--- src/rtl/bcd_to_bin_seq.sv ---
module bcd_to_bin_seq #(
  parameter int D = 4,
  parameter int N = 14
) (
  input  logic           clk,
  input  logic           rst_n,
  input  logic           start,
  input  logic [4*D-1:0] bcd,
  output logic           busy,
  output logic           done,
  output logic [N-1:0]   bin,
  output logic           invalid
);
  localparam int DW = 4 * D;
  localparam int CW = $clog2(N + 1);
  localparam longint MAXV = (10 ** D) - 1;

  logic [DW-1:0]   dig_q;
  logic [N-1:0]    bin_q;
  logic [CW-1:0]   cnt_q;
  logic            busy_q, done_q, inv_q, bad_q;
  logic [DW-1:0]   dig_fix;
  logic [D-1:0]    nib_bad;

  wire [DW+N-1:0] shifted = {1'b0, dig_q, bin_q[N-1:1]};
  wire            last    = (cnt_q == CW'(N - 1));
  wire            any_bad = |nib_bad;

  for (genvar g = 0; g < D; g++) begin : g_dig
    wire [3:0] nib = shifted[N+4*g +: 4];
    assign dig_fix[4*g +: 4] = (nib >= 4'd8 && !last) ? nib - 4'd3 : nib;
    assign nib_bad[g] = bcd[4*g +: 4] > 4'd9;
  end

  always_ff @(posedge clk) begin
    if (!rst_n) begin
      dig_q  <= '0;
      bin_q  <= '0;
      cnt_q  <= '0;
      busy_q <= 1'b0;
      done_q <= 1'b0;
      inv_q  <= 1'b0;
      bad_q  <= 1'b0;
    end else begin
      done_q <= 1'b0;
      inv_q  <= 1'b0;
      if (busy_q) begin
        dig_q <= dig_fix;
        bin_q <= shifted[N-1:0];
        cnt_q <= cnt_q + 1'b1;
        if (last) begin
          busy_q <= 1'b0;
          done_q <= 1'b1;
          inv_q  <= bad_q;
        end
      end else if (start) begin
        dig_q  <= bcd;
        bin_q  <= '0;
        cnt_q  <= '0;
        busy_q <= 1'b1;
        bad_q  <= any_bad;
      end
    end
  end

  assign busy    = busy_q;
  assign done    = done_q;
  assign bin     = bin_q;
  assign invalid = inv_q;

  initial param_fit_chk: assert (MAXV < (longint'(1) << N));


  start_accept_chk: assert property (@(posedge clk) disable iff (!rst_n)
    (start && !busy) |=> (busy && bin == '0));


  done_pulse_chk: assert property (@(posedge clk) disable iff (!rst_n)
    done |=> !done);


  done_after_busy_chk: assert property (@(posedge clk) disable iff (!rst_n)
    done |-> ($past(busy) && !busy));


  busy_hold_chk: assert property (@(posedge clk) disable iff (!rst_n)
    (busy && cnt_q != CW'(N - 1)) |=> (busy && !done));


  invalid_with_done_chk: assert property (@(posedge clk) disable iff (!rst_n)
    invalid |-> done);


  bin_hold_chk: assert property (@(posedge clk) disable iff (!rst_n)
    (!busy && !start) |=> $stable(bin));
endmodule

--- config.mk ---
export PLATFORM = sky130hd
export DESIGN_NAME = bcd_to_bin_seq
export DESIGN_NICKNAME = d
export VERILOG_FILES = /design/src/rtl/bcd_to_bin_seq.sv
export SDC_FILE = /design/constraint.sdc
export NUM_CORES = 1
export LEC_CHECK = 0
export CORE_ASPECT_RATIO = 0.7
export CORE_MARGIN = 2
export CORE_UTILIZATION = 58
export CTS_BUF_LIST = sky130_fd_sc_hd__clkbuf_2
export CTS_CLUSTER_DIAMETER = 30
export DETAILED_ROUTE_END_ITERATION = 10
export PLACE_DENSITY = 0.87
export SLEW_MARGIN = 5
export SYNTH_ARGS = -nofsm -noshare
export SYNTH_HDL_FRONTEND = slang
export SYNTH_SLANG_ARGS = --single-unit
--- constraint.sdc ---
create_clock -name clk -period 2 [get_ports clk]
set_input_delay 0.2 -clock clk [delete_from_list [all_inputs] [get_ports clk]]
set_output_delay 0.2 -clock clk [all_outputs]
set_load 0.005 [all_outputs]
# Yosys cells after proc, flatten, opt, wreduce, memory -nomap -nowiden
# Cells that the tools add are included.
[classes]
order_cmp = 8
reduce_logical = 10
muxes = 14
bitwise_logic = 1
add_sub_neg = 5
eq_ne = 1
[op_table]
columns = ["op", "n"]
rows = [
  ["two-way mux 16 bit", 2],
  ["two-way mux 14 bit", 2],
  ["two-way mux 4 bit", 6],
  ["greater-than comparator 4 bit, second input constant", 4],
  ["greater-or-equal comparator 4 bit, second input constant", 3],
  ["subtractor 4 x 2 -> 4 bit, second input constant", 3],
  ["adder 4 x 1 -> 4 bit, second input constant", 1],
  ["equality test 4 bit, second input constant", 1],
  ["greater-or-equal comparator 3 x 4 -> 1 bit, second input constant", 1],
  ["logical AND 1 bit", 4],
  ["two-way mux 1 bit", 4],
  ["AND reduction 2 bit", 2],
  ["OR reduction 4 bit", 1],
  ["subtractor 3 x 2 -> 4 bit, second input constant", 1],
  ["AND reduction 3 bit", 1],
  ["nonzero test 2 bit", 1],
  ["zero test 1 bit", 1],
  ["inverter 1 bit", 1],
]
[totals]
out_inout_bits = 17
ff_bits = 38
input_bits = 19
word_cells = 46

# Longest topological paths before layout
[depth]
word_depth = 5
mapped_depth = 6
mapped_depth_nobuf = 5

# Worst setup path before layout
# Ideal clock, no wire load.
[synth_timing]
path_kind = "reg-to-reg"
from = "reg cnt_q[1]"
to = "reg dig_q[2]"
required_time_ns = 1.926
arrival_time_ns = 1.271
path_stages_with_launch = 6
slack_ns = 0.654
path_buffers = 0
period_less_slack_ns = 1.346
setup_time_ns = 0.074
path_cell_list = "dfxtp_1 inv_1 ha_1 and3_1 or4_1 a31oi_1"
[synth_between]
elab_chain_cells = 5
[synth_lines]
columns = ["element", "line_no", "source"]
rows = [
  ["start: declaration", "20", "logic [CW-1:0] cnt_q;"],
  ["start signal: assignment", "50", "cnt_q <= cnt_q + 1'b1;"],
  ["equality test 4 bit", "26", "wire last = (cnt_q == CW'(N - 1));"],
  ["zero test 1 bit", "31", "assign dig_fix[4*g +: 4] = (nib >= 4'd8 && !last) ? nib - 4'd3 : nib;"],
  ["logical AND 1 bit", "31", ""],
  ["two-way mux 4 bit", "31", ""],
  ["two-way mux 16 bit", "47", "if (busy_q) begin"],
  ["end signal: assignment", "48", "dig_q <= dig_fix;"],
  ["end: declaration", "18", "logic [DW-1:0] dig_q;"],
]
# Every way passes these cells.
# A chain may end at the register's enable or synchronous reset.

# Final worst setup path
[layout_timing]
from = "reg busy_q, in the netlist busy"
to = "out busy"
[layout_lines]
columns = ["element", "line_no", "source"]
rows = [
  ["start: declaration", "21", "logic busy_q, done_q, inv_q, bad_q;"],
  ["start signal: assignment", "40", "busy_q <= 1'b0;"],
  ["start signal: assignment", "52", "busy_q <= 1'b0;"],
  ["start signal: assignment", "60", "busy_q <= 1'b1;"],
  ["end: declaration", "9", "output logic busy,"],
]
# No word-level cell between the ends.

==> flow_summary.ini <==
[critical_path]
crit_chain = clkdlybuf4s50_1
end_kind = primary output
worstPathMaxFanout = 28
cp.arrival_ns = 1.65
worst_setup_path_start_kind = register
critical_path_class = register to primary output
required_ns = 1.80
critPathBufInv = 1
slowest_stage = dfxtp_2
critPathTopFamily = flip-flops
critPathMaxStageDelay_ns = 0.69

[cts]
clock_path_buffers = 2
cts_resized = 0
path_clk_slew_ns = 0.18
post_cts.repair.setup_buffers = 0
h-tree-depth = 2
cts_buffers = 5
cts_root_buffer = clkbuf_2
cts_sinks = 38
clock_latency_ns = 0.38
cts_tree = built
hold_buffers = 0

[route]
drt-initial-drc-count = 156
drt_first_pass_iters = 4
final_antenna_net_count = 0
wirelength_um = 4040
drc = 0
via_count = 1664
vias_per_cell = 5.76
wire_per_inst_um = 14.0

[synthesis]
ys_warn_count = 0
yosys.area.top_type = dfxtp_1
synthCells = 221
async_reset_ff_frac = 0
ys_ff_latch = 38
synth_top_area_share = 0.394
yosys-top-cells-area = dfxtp_1, nor2b_1, o21ai_0
syn_area_um2 = 1930
synth_edf_count = 0
dominantRegCellSynth = dfxtp_1
synth-seq-area-share = 0.394
synth_fp_nets = 248
yosysUniqueCellTypes = 31
syn-mean-instance-area_um2 = 8.73

[global_routing]
grt_use_total = 0.231
grt_antenna_before_repair = 0
grt.overflow.total = 0
grt_start_max_net_pins = 38
grt_first_pass_wirelength_um = 6680
grt_pass1_vias = 1439

[sta]
rsz0062_at_grt = false
tightest_slew_ns = 0.502
max_slew_margin = 0.666
fin_ws_ns = 0.146
hold_violations = 0
fin_crit_sh = 0.927
finalSetupViolations = 0
finalClockSkew_ns = 0.0234
fin_tns_setup_ns = 0
slew_violations = 0
finalCriticalPeriod_ns = 1.85
fmax_mhz = 539

[floorplan]
dieWidth_um = 72.9
io-pin-count = 36
rows = 17
die_y_um = 52.3
start_util = 0.609
core_region_area_um2 = 3170
fp.dieArea_um2 = 3810

[placement]
post-dp-hpwl_um = 2720
io_buffer_count = 35
dp_cells = 281
gp_congestion = 0.844
pre_cts_ws_ns = 0.314
placed_area_um2 = 2300

[power_and_ir_drop]
power.total_uw = 1650
ir_worst_vdd_uv = 529
power.density_nw_per_um2 = 689
p_leak_uw = 0.000856

[min_path]
min_path_type = input port to register

[final_layout]
finalNonFillerCells = 289
fill_cells = 236
fin_area_um2 = 2390
syn_to_final_growth_pct = 24.0
nets = 277
drive_above_1_share = 0.0956
diodes = 0

[run_status]
outcome = complete, no violations

[job]
maxCapViolCount = 0
==> registers in the layout (all words and copies together) (netlist names) <==
signal   flops
bin         14
done         1
busy         1
dig_q       16
bad_q        1
invalid      1
cnt_q        4
==> where the power goes <==
part	total, µW	internal [µW]	switching [µW]
combinational	222	119	103
clock	584	333	251
sequential	843	793	49.7
==> through the flow <==
| stage | hold slack, ns | utilization |
|---|---|---|
| 2_1_floorplan | 0.339 | - |
| 5_1_grt | 0.381 | 0.755 |
| 3_5_place_dp | 0.461 | 0.727 |
| 3_3_place_gp | 0.467 | 0.727 |
| 4_1_cts | 0.377 | 0.755 |
| 6_report | 0.392 | 0.755 |
==> placed cells by master, fill, tap and decap left out, types with 2 or more instances in the layout <==
cell type,count
nor3b_1,15
inv_2,3
or4_1,3
nand3_1,8
nor2b_1,20
a31oi_1,9
mux2_2,9
a22o_1,3
buf_4,2
nand2_1,9
clkbuf_2,5
or3b_1,3
and3_1,2
and2_1,4
bufinv_16,2
ha_1,8
o21ai_0,25
a21oi_1,20
o31ai_1,3
mux2i_1,5
buf_12,2
a21boi_1,3
dfxtp_1,37
inv_1,7
clkdlybuf4s50_1,35
==> layout make-up <==
class / instances / area [µm²] / area share
multi-input combinational: 156 / 1050 / 0.439
sequential: 38 / 762 / 0.319
timing repair buffer: 39 / 405 / 0.169
clock inverter: 3 / 63.8 / 0.0267
tap: 38 / 47.5 / 0.0199
inverter: 10 / 37.5 / 0.0157
clock buffer: 5 / 25.0 / 0.0105
==> cells in the mapped netlist (6+ instances only) <==
cell type,count
dfxtp_1,38
o21ai_0,25
a21oi_1,20
nor2b_1,20
nor3b_1,15
a31oi_1,9
buf_2,9
mux2_2,9
nand2_1,9
ha_1,8
nand3_1,8
inv_1,7
clkbuf_1,6
==> worst paths after layout <==
path | startpoint | to | slack (ns) | cells past startpoint
min reg2reg | bad_q$_SDFFE_PN0P_ | invalid$_SDFF_PN0_ | 0.50 | 1
max | busy$_SDFF_PN0_ | busy | 0.15 | 1
max reg2reg | cnt_q[1]$_SDFFE_PN0P_ | dig_q[10]$_SDFFE_PN0P_ | 0.36 | 5
min | bcd[7] | dig_q[7]$_SDFFE_PN0P_ | 0.39 | 3
==> layer usage <==
layer | vias to the layer above | global-route usage | wire, µm
li1 | 844 | - | -
met2 | 54 | 0.348 | 1760
met5 | - | 0 | 0
met1 | 758 | 0.329 | 1980
met3 | 8 | 0.0481 | 228
met4 | 0 | 0.0772 | 64
==> worst min-delay path, delay by kind of cell <==
| kind | cells | cell delay (ns) |
|---|---|---|
| buffers and inverters | 1 | 0.42 |
| AND/OR/NAND/NOR | 1 | 0.07 |
| AO/OA/AOI/OAI | 1 | 0.05 |
==> cell families after synthesis <==
family	Yosys count	share of synthesized area
buffers and inverters	27	0.0610
muxes	14	0.0785
xor gates and xnor gates	1	0.00454
and+or+nand+nor	68	0.219
adders and majority gates	8	0.0519
AOI/OAI and AO/OA	65	0.191
DFF	38	0.394
No activity file was read; power rests on OpenSTA's default activity.
